==> config.mk <==
export PLATFORM = sky130hd
export DESIGN_NAME = cfgslv_top
export DESIGN_NICKNAME = d
export VERILOG_FILES = /design/src/rtl/cfgslv_pkg.sv /design/src/rtl/cfgslv_sync.sv /design/src/rtl/cfgslv_regs.sv /design/src/rtl/cfgslv_proto.sv /design/src/rtl/cfgslv_top.sv
export SDC_FILE = /design/constraint.sdc
export NUM_CORES = 1
export LEC_CHECK = 0
export BUFFER_PORTS_ARGS = -buffer_cell sky130_fd_sc_hd__buf_2
export CAP_MARGIN = 10
export CORE_MARGIN = 2
export CORE_UTILIZATION = 45
export CTS_BUF_LIST = sky130_fd_sc_hd__clkbuf_8
export CTS_CLUSTER_DIAMETER = 40
export DETAILED_ROUTE_END_ITERATION = 10
export PLACE_DENSITY_LB_ADDON = 0.3
export SLEW_MARGIN = 10
export SYNTH_ARGS = -nofsm -noshare
export SYNTH_HDL_FRONTEND = slang
export SYNTH_SLANG_ARGS = --single-unit
==> constraint.sdc <==
create_clock -name clk -period 2.9 [get_ports clk]
set_input_delay 0.29 -clock clk [delete_from_list [all_inputs] [get_ports clk]]
set_output_delay 0.29 -clock clk [all_outputs]
set_load 0.01 [all_outputs]
==> src/rtl/cfgslv_pkg.sv <==
// Shared types for the configuration register slave.
// Assumes: byte-oriented serial bus, 8-bit data, MSB first.
package cfgslv_pkg;

    localparam int BYTE_W  = 8;  // bus byte width
    localparam int HDR_LEN = 2;  // command and count bytes that precede data

    typedef enum logic [2:0] {
        PS_IDLE,    // off the bus, waiting for START
        PS_RX,      // shifting a byte in from the host
        PS_RX_ACK,  // driving acknowledge for a received byte
        PS_TX,      // shifting a byte out to the host
        PS_TX_ACK   // sampling the host acknowledge
    } proto_state_t;

endpackage

==> src/rtl/cfgslv_sync.sv <==
// Line front end: synchronizes SCL and SDA into the system clock domain and
// derives SCL edges plus START/STOP conditions from the synchronized lines.
// Assumes: the system clock is many times faster than the bus clock, and
// both lines idle high.
module cfgslv_sync #(
    parameter int STAGES = 2
) (
    input  logic clk,
    input  logic rst_n,
    input  logic scl_i,
    input  logic sda_i,
    output logic sda_s,
    output logic scl_rise,
    output logic scl_fall,
    output logic start_det,
    output logic stop_det
);

    logic [STAGES-1:0] scl_pipe;
    logic [STAGES-1:0] sda_pipe;
    logic              scl_q;
    logic              sda_q;
    logic              scl_s;

    // Synchronizer chains plus one history flop per line.
    always_ff @(posedge clk) begin
        if (!rst_n) begin
            scl_pipe <= '1;
            sda_pipe <= '1;
            scl_q    <= 1'b1;
            sda_q    <= 1'b1;
        end else begin
            scl_pipe <= {scl_pipe[STAGES-2:0], scl_i};
            sda_pipe <= {sda_pipe[STAGES-2:0], sda_i};
            scl_q    <= scl_pipe[STAGES-1];
            sda_q    <= sda_pipe[STAGES-1];
        end
    end

    // Edge and condition decode on the synchronized lines.
    always_comb begin
        scl_s     = scl_pipe[STAGES-1];
        sda_s     = sda_pipe[STAGES-1];
        scl_rise  = scl_s & ~scl_q;
        scl_fall  = ~scl_s & scl_q;
        start_det = scl_s & scl_q & sda_q & ~sda_s;
        stop_det  = scl_s & scl_q & ~sda_q & sda_s;
    end

endmodule

==> src/rtl/cfgslv_regs.sv <==
// Register file: holds the configuration bytes, takes one byte write per
// cycle and gives a read port for the bus. Selected bits of one register
// read back inverted, while the stored and driven value stays as written.
// Assumes: at most one write per cycle; an out-of-range read index returns
// all ones.
module cfgslv_regs #(
    parameter int                       NUM_REGS = 6,
    parameter int                       IW       = 3,
    parameter logic [NUM_REGS*8-1:0]    DEFAULTS = '0,
    parameter int                       INV_IDX  = 1,
    parameter logic [7:0]               INV_MASK = 8'h70
) (
    input  logic                  clk,
    input  logic                  rst_n,
    input  logic                  wr_en,
    input  logic [IW-1:0]         wr_idx,
    input  logic [7:0]            wr_data,
    input  logic [IW-1:0]         rd_idx,
    output logic [7:0]            rd_data,
    output logic [NUM_REGS*8-1:0] cfg_o
);

    logic [7:0] regs_q [NUM_REGS];

    // Storage with defaults on reset and indexed byte writes.
    always_ff @(posedge clk) begin
        if (!rst_n) begin
            for (int i = 0; i < NUM_REGS; i++) begin
                regs_q[i] <= DEFAULTS[i*8 +: 8];
            end
        end else if (wr_en) begin
            for (int i = 0; i < NUM_REGS; i++) begin
                if (wr_idx == IW'(i)) begin
                    regs_q[i] <= wr_data;
                end
            end
        end
    end

    // Parallel outputs, one byte lane per register.
    genvar g;
    generate
        for (g = 0; g < NUM_REGS; g++) begin : g_lane
            assign cfg_o[g*8 +: 8] = regs_q[g];
        end
    endgenerate

    // Read mux with inversion mask on the selected register.
    always_comb begin
        rd_data = '1;
        for (int i = 0; i < NUM_REGS; i++) begin
            if (rd_idx == IW'(i)) begin
                rd_data = regs_q[i] ^ ((i == INV_IDX) ? INV_MASK : 8'h00);
            end
        end
    end

endmodule

==> src/rtl/cfgslv_proto.sv <==
// Protocol engine: matches the address, acknowledges the header and data
// bytes, issues register writes in sequence and serialises block reads with
// a leading count byte.
// Assumes: SDA changes only while SCL is low, except for START and STOP,
// and the host never stretches or arbitrates.
module cfgslv_proto
    import cfgslv_pkg::*;
#(
    parameter int         NUM_REGS = 6,
    parameter int         IW       = 3,
    parameter logic [6:0] ADDR7    = 7'h69
) (
    input  logic          clk,
    input  logic          rst_n,
    input  logic          sda_s,
    input  logic          scl_rise,
    input  logic          scl_fall,
    input  logic          start_det,
    input  logic          stop_det,
    input  logic [7:0]    rd_data,
    output logic [IW-1:0] rd_idx,
    output logic          wr_en,
    output logic [IW-1:0] wr_idx,
    output logic [7:0]    wr_data,
    output logic          sda_oe
);

    localparam int RXW      = $clog2(NUM_REGS + HDR_LEN + 1);
    localparam int TX_LAST  = NUM_REGS + 1;

    proto_state_t   state;
    logic [3:0]     bit_cnt;
    logic [7:0]     shreg;
    logic           addr_ph;
    logic           is_read;
    logic           host_ack;
    logic [RXW-1:0] rx_idx;
    logic [RXW-1:0] tx_idx;
    logic [7:0]     tx_byte;

    // Next outgoing byte: the count first, then the register read port.
    always_comb begin
        rd_idx  = IW'(tx_idx - RXW'(1));
        tx_byte = (tx_idx == '0) ? 8'(NUM_REGS) : rd_data;
    end

    // Bus state machine, bit counter, shifter and register write strobe.
    always_ff @(posedge clk) begin
        if (!rst_n) begin
            state    <= PS_IDLE;
            bit_cnt  <= '0;
            shreg    <= '0;
            addr_ph  <= 1'b0;
            is_read  <= 1'b0;
            host_ack <= 1'b0;
            rx_idx   <= '0;
            tx_idx   <= '0;
            wr_en    <= 1'b0;
            wr_idx   <= '0;
            wr_data  <= '0;
            sda_oe   <= 1'b0;
        end else begin
            wr_en <= 1'b0;
            if (start_det) begin
                state   <= PS_RX;
                bit_cnt <= '0;
                addr_ph <= 1'b1;
                rx_idx  <= '0;
                tx_idx  <= '0;
                sda_oe  <= 1'b0;
            end else if (stop_det) begin
                state  <= PS_IDLE;
                sda_oe <= 1'b0;
            end else begin
                case (state)
                    PS_RX: begin
                        if (scl_rise && bit_cnt != 4'd8) begin
                            shreg   <= {shreg[6:0], sda_s};
                            bit_cnt <= bit_cnt + 4'd1;
                        end else if (scl_fall && bit_cnt == 4'd8) begin
                            bit_cnt <= '0;
                            if (addr_ph) begin
                                if (shreg[7:1] == ADDR7) begin
                                    is_read <= shreg[0];
                                    sda_oe  <= 1'b1;
                                    state   <= PS_RX_ACK;
                                end else begin
                                    state <= PS_IDLE;
                                end
                            end else if (rx_idx < RXW'(HDR_LEN)) begin
                                sda_oe <= 1'b1;
                                state  <= PS_RX_ACK;
                                rx_idx <= rx_idx + RXW'(1);
                            end else if (rx_idx < RXW'(HDR_LEN + NUM_REGS)) begin
                                sda_oe  <= 1'b1;
                                state   <= PS_RX_ACK;
                                wr_en   <= 1'b1;
                                wr_idx  <= IW'(rx_idx - RXW'(HDR_LEN));
                                wr_data <= shreg;
                                rx_idx  <= rx_idx + RXW'(1);
                            end else begin
                                state <= PS_IDLE;
                            end
                        end
                    end
                    PS_RX_ACK: begin
                        if (scl_fall) begin
                            addr_ph <= 1'b0;
                            bit_cnt <= '0;
                            if (is_read) begin
                                state  <= PS_TX;
                                shreg  <= tx_byte;
                                sda_oe <= ~tx_byte[7];
                            end else begin
                                state  <= PS_RX;
                                sda_oe <= 1'b0;
                            end
                        end
                    end
                    PS_TX: begin
                        if (scl_fall) begin
                            if (bit_cnt == 4'd7) begin
                                sda_oe <= 1'b0;
                                state  <= PS_TX_ACK;
                            end else begin
                                shreg   <= {shreg[6:0], 1'b0};
                                sda_oe  <= ~shreg[6];
                                bit_cnt <= bit_cnt + 4'd1;
                            end
                        end
                    end
                    PS_TX_ACK: begin
                        if (scl_rise) begin
                            host_ack <= ~sda_s;
                            if (!sda_s && tx_idx != RXW'(TX_LAST)) begin
                                tx_idx <= tx_idx + RXW'(1);
                            end
                        end else if (scl_fall) begin
                            bit_cnt <= '0;
                            if (host_ack) begin
                                state  <= PS_TX;
                                shreg  <= tx_byte;
                                sda_oe <= ~tx_byte[7];
                            end else begin
                                state <= PS_IDLE;
                            end
                        end
                    end
                    default: state <= PS_IDLE;
                endcase
            end
        end
    end

endmodule

==> src/rtl/cfgslv_top.sv <==
// Top of the configuration register slave: line synchronizer, protocol
// engine and register file, wired together.
// Assumes: an open-drain bus; sda_oe_o high pulls SDA low at the pad.
module cfgslv_top #(
    parameter int                    NUM_REGS    = 6,
    parameter logic [6:0]            SLAVE_ADDR  = 7'h69,
    parameter int                    SYNC_STAGES = 2,
    parameter logic [NUM_REGS*8-1:0] DEFAULTS    = 48'h0000_00FF_FF07,
    parameter int                    INV_IDX     = 1,
    parameter logic [7:0]            INV_MASK    = 8'h70
) (
    input  logic                  clk,
    input  logic                  rst_n,
    input  logic                  scl_i,
    input  logic                  sda_i,
    output logic                  sda_oe_o,
    output logic [NUM_REGS*8-1:0] cfg_o
);

    localparam int IW = $clog2(NUM_REGS + 1);

    logic          sda_s;
    logic          scl_rise;
    logic          scl_fall;
    logic          start_det;
    logic          stop_det;
    logic [7:0]    rd_data;
    logic [IW-1:0] rd_idx;
    logic          wr_en;
    logic [IW-1:0] wr_idx;
    logic [7:0]    wr_data;

    cfgslv_sync #(.STAGES(SYNC_STAGES)) sync_i (
        .clk       (clk),
        .rst_n     (rst_n),
        .scl_i     (scl_i),
        .sda_i     (sda_i),
        .sda_s     (sda_s),
        .scl_rise  (scl_rise),
        .scl_fall  (scl_fall),
        .start_det (start_det),
        .stop_det  (stop_det)
    );

    cfgslv_proto #(
        .NUM_REGS (NUM_REGS),
        .IW       (IW),
        .ADDR7    (SLAVE_ADDR)
    ) proto_i (
        .clk       (clk),
        .rst_n     (rst_n),
        .sda_s     (sda_s),
        .scl_rise  (scl_rise),
        .scl_fall  (scl_fall),
        .start_det (start_det),
        .stop_det  (stop_det),
        .rd_data   (rd_data),
        .rd_idx    (rd_idx),
        .wr_en     (wr_en),
        .wr_idx    (wr_idx),
        .wr_data   (wr_data),
        .sda_oe    (sda_oe_o)
    );

    cfgslv_regs #(
        .NUM_REGS (NUM_REGS),
        .IW       (IW),
        .DEFAULTS (DEFAULTS),
        .INV_IDX  (INV_IDX),
        .INV_MASK (INV_MASK)
    ) regs_i (
        .clk     (clk),
        .rst_n   (rst_n),
        .wr_en   (wr_en),
        .wr_idx  (wr_idx),
        .wr_data (wr_data),
        .rd_idx  (rd_idx),
        .rd_data (rd_data),
        .cfg_o   (cfg_o)
    );

endmodule

==> impl_results.md <==
- GRT overflow: 0
- Async set or reset register ratio after synthesis: 0
- Start point of the critical path: proto_i.tx_idx[0]$_SDFFE_PP0P_
- # hold bufs at CTS: 0
- Area occupied by multi-input gates: 2068 µm²
- FF+latch area: 2342 µm²
- Dominant synthesized flop cell: edfxtp_1
- Tightest Hold Check Type: input pin to flop
- CP max FO: 7
- Max frequency: 446.5 MHz
- Syn_nets: 459
- Finished Core Util: 0.5214
- Final Net Count: 505
- Synthesized area: 4588 µm²
- Final Hold Vio Count: 0
- Most frequent cells in the layout: 53 x buf_2, 48 x edfxtp_1, 45 x dfxtp_1
- Max cap viols: 0
- Number of flops mapped to enable cells by yosys: 48
- CP Launch Type: flop
- Vias in the first global route: 3382
- Synth cell types: 58
- WP data arrival: 2490 ps
- Register share of total power: 0.553
- Leakage: 0.001867 µW
- Synth-to-layout area growth: 11.59%
- Clock transition at path regs: 90 ps
- Gate power share: 0.139
- R2R Path Start: proto_i.tx_idx[0]$_SDFFE_PP0P_
- Largest net degree at the start of global routing: 28
- # clock sinks: a little over 90
- Antenna violations before repair: 0
- Vias: 3632
- First-pass GRT wire length: ~18 mm
- Seq cells post-synth: 93
- Register-to-register setup slack: 660 ps
- FP Rows: 36
- Setup Buffers After CTS: 0
- Switching share of power: 0.2961
- Per-cell routed wire length: 18.29 µm
- Starting Density: 0.4673
- Worst-Skew Late Latency: roughly 370 ps
- Worst clock skew: about 14 ps
- # DRC: 0
- Final setup fails: 0
- Post-route antenna net violation count: 0
- Crit. End Element: flop
- Fill count: 920
- CTS max path bufs: 2
- Fin crit period: 2239 ps
- DRT Wirelength: 11.50 mm
- Core ar.: roughly 9800 µm²
- Layout cell share with drive strength beyond 1: 0.1754
- Max-slew violations: 0
- Gpl congestion: 0.9016
- H-tree depth: 3
- Total GRT Usage: 0.2120
- RSZ-0062 raised after global routing: false
- DR pass1 iterations: 5
- Max VDD drop: 0.0002296 V
- Status: finished, final reports clean
- PwrDens: 529.9 nW/µm²
- Critical hold path startpoint: scl_i
- Worst Max-Slew Pin Slew: 628.1 ps
- Setup Total Neg Slack: 0 ps
- Final hold slack: 101.9 ps
- Total die area: 11020 µm²
- Sequential share of the synthesized area: 0.5105
- Max-Slew Margin vs Limit: 0.5780
- I/O Buffers: 52
- I/O pin total: 53
- DP HPWL: between 8 and 9 mm
- Mapped Cells: 445
- Place WS: roughly 700 ps
- Die Ht: 105.0 µm
- Synth warn: 0
- Final Cycle Share: 0.7722
- Fraction of power consumed by the clock network: 0.308
- Vias/cell: approximately 5.8
- Avg Inst Size Synth: 10.31 µm²
- CTS tree: built
- Root Driver: clkbuf_8
- Die Width: around 100 µm
- Setup WS post-layout: 660.6 ps
- Ant. Diodes: 0
- CP required: ~3200 ps
- Post_cts resized: 0
- Net Sw Power: between 800 and 900 µW
- Setup Crit Path Kind: flop to flop
- Pint: 1910 µW
- Initial DRC count: ~360
- Most common cell after layout, fill and taps aside: buf_2
- CTS Buf Count: 9
path summary, 6_finish.rpt:
check                                                      to  cells past startpoint
worst min-delay path            sync_i.scl_pipe[0]$_SDFF_PN1_                      2
worst max register to register    proto_i.sda_oe$_SDFFE_PP0P_                      7
worst min register to register  sync_i.scl_pipe[1]$_SDFF_PN1_                      1
worst max-delay path              proto_i.sda_oe$_SDFFE_PP0P_                      7
cell usage after synthesis (2+ instances only):
| library cell | count | area share |
|---|---|---|
| a211oi_1 | 5 | 0.0082 |
| xor2_1 | 5 | 0.0095 |
| a32oi_1 | 2 | 0.0038 |
| a21oi_1 | 31 | 0.034 |
| nor3b_1 | 4 | 0.0065 |
| buf_6 | 5 | 0.012 |
| o2bb2ai_1 | 2 | 0.0038 |
| and3b_1 | 3 | 0.0057 |
| buf_2 | 3 | 0.0033 |
| nand4_1 | 4 | 0.0055 |
| nand2_1 | 24 | 0.020 |
| buf_1 | 2 | 0.0016 |
| edfxtp_1 | 48 | 0.31 |
| o31ai_1 | 6 | 0.0098 |
| or2_2 | 2 | 0.0027 |
| o211ai_1 | 4 | 0.0065 |
| nor2b_1 | 7 | 0.0095 |
| mux2i_1 | 15 | 0.033 |
| nand3b_1 | 6 | 0.0098 |
| nand4b_1 | 4 | 0.0076 |
| clkbuf_1 | 13 | 0.011 |
| nor2_1 | 34 | 0.028 |
| nand2b_1 | 21 | 0.029 |
| nor3_1 | 3 | 0.0033 |
| nand4bb_1 | 2 | 0.0049 |
| or3_1 | 18 | 0.025 |
| o221ai_1 | 2 | 0.0038 |
| o22ai_1 | 11 | 0.015 |
| or2_0 | 2 | 0.0027 |
| and2_1 | 31 | 0.042 |
| o22a_1 | 2 | 0.0038 |
| inv_1 | 9 | 0.0074 |
| o21a_1 | 2 | 0.0033 |
| xnor2_1 | 3 | 0.0057 |
| o21ai_0 | 20 | 0.022 |
| nand3_1 | 9 | 0.0098 |
| ha_1 | 10 | 0.027 |
| a31oi_1 | 7 | 0.0095 |
| dfxtp_1 | 45 | 0.20 |
layer usage:
| layer | track usage | vias to the layer above | routed length, µm |
|---|---|---|---|
| met1 | 0.2866 | 1745 | 4914 |
| met3 | 0.03993 | 11 | 823 |
| met5 | 0 | - | 0 |
| met2 | 0.3395 | 164 | 5579 |
| li1 | - | 1712 | - |
| met4 | 0.07619 | 0 | 186 |
sequential cells by signal (all words and copies together), names as in the netlist:
register	count
proto_i.bit_cnt	4
proto_i.wr_en	1
proto_i.tx_idx	4
sync_i.sda_q	1
sync_i.scl_q	1
regs_i.regs_q	48
sync_i.sda_pipe	2
proto_i.sda_oe	1
proto_i.wr_idx	3
proto_i.is_read	1
proto_i.state	3
proto_i.wr_data	8
sync_i.scl_pipe	2
proto_i.addr_ph	1
proto_i.host_ack	1
proto_i.rx_idx	4
proto_i.shreg	8
critical path, cell delays in order (launching register included):
cell and delay [ps]:
dfxtp_1 450, inv_1 130, ha_1 270, xnor2_1 480, mux2i_1 240, nand4b_1 170
a221oi_1 320, nor3_1 70
metrics by stage:
step	area [µm²]	power, µW	std cells
3_5_place_dp	4927	1893	612
5_1_grt	5120	2827	629
6_report	5120	2713	629
3_3_place_gp	4927	1893	612
2_1_floorplan	4588	1807	445
4_1_cts	5115	2716	628
cell type report:
class,count,share of cell area
sequential,93,0.4575
clock inverter,7,0.01246
multi-input combinational,317,0.4040
clock buffer,9,0.02419
tap,133,0.03250
inverter,10,0.007331
timing repair buffer,60,0.06207
logic make-up after synthesis:
group | after synthesis | synth area share
buffers and inverters | 35 | 0.03872
xor gates and xnor gates | 8 | 0.01527
adders and majority gates | 10 | 0.02727
and+or+nand+nor | 183 | 0.2323
DFF | 93 | 0.5105
muxes | 15 | 0.03272
AOI/OAI and AO/OA | 101 | 0.1432
power groups by stage:
stage | logic [µW] | clock network (µW) | registers (µW)
2_1_floorplan | 304 | 0 | 1500
3_3_place_gp | 365 | 0 | 1530
3_5_place_dp | 368 | 0 | 1530
4_1_cts | 369 | 851 | 1500
5_1_grt | 413 | 907 | 1510
6_report | 377 | 837 | 1500
Note: power is estimated with default switching activity, not from simulation.
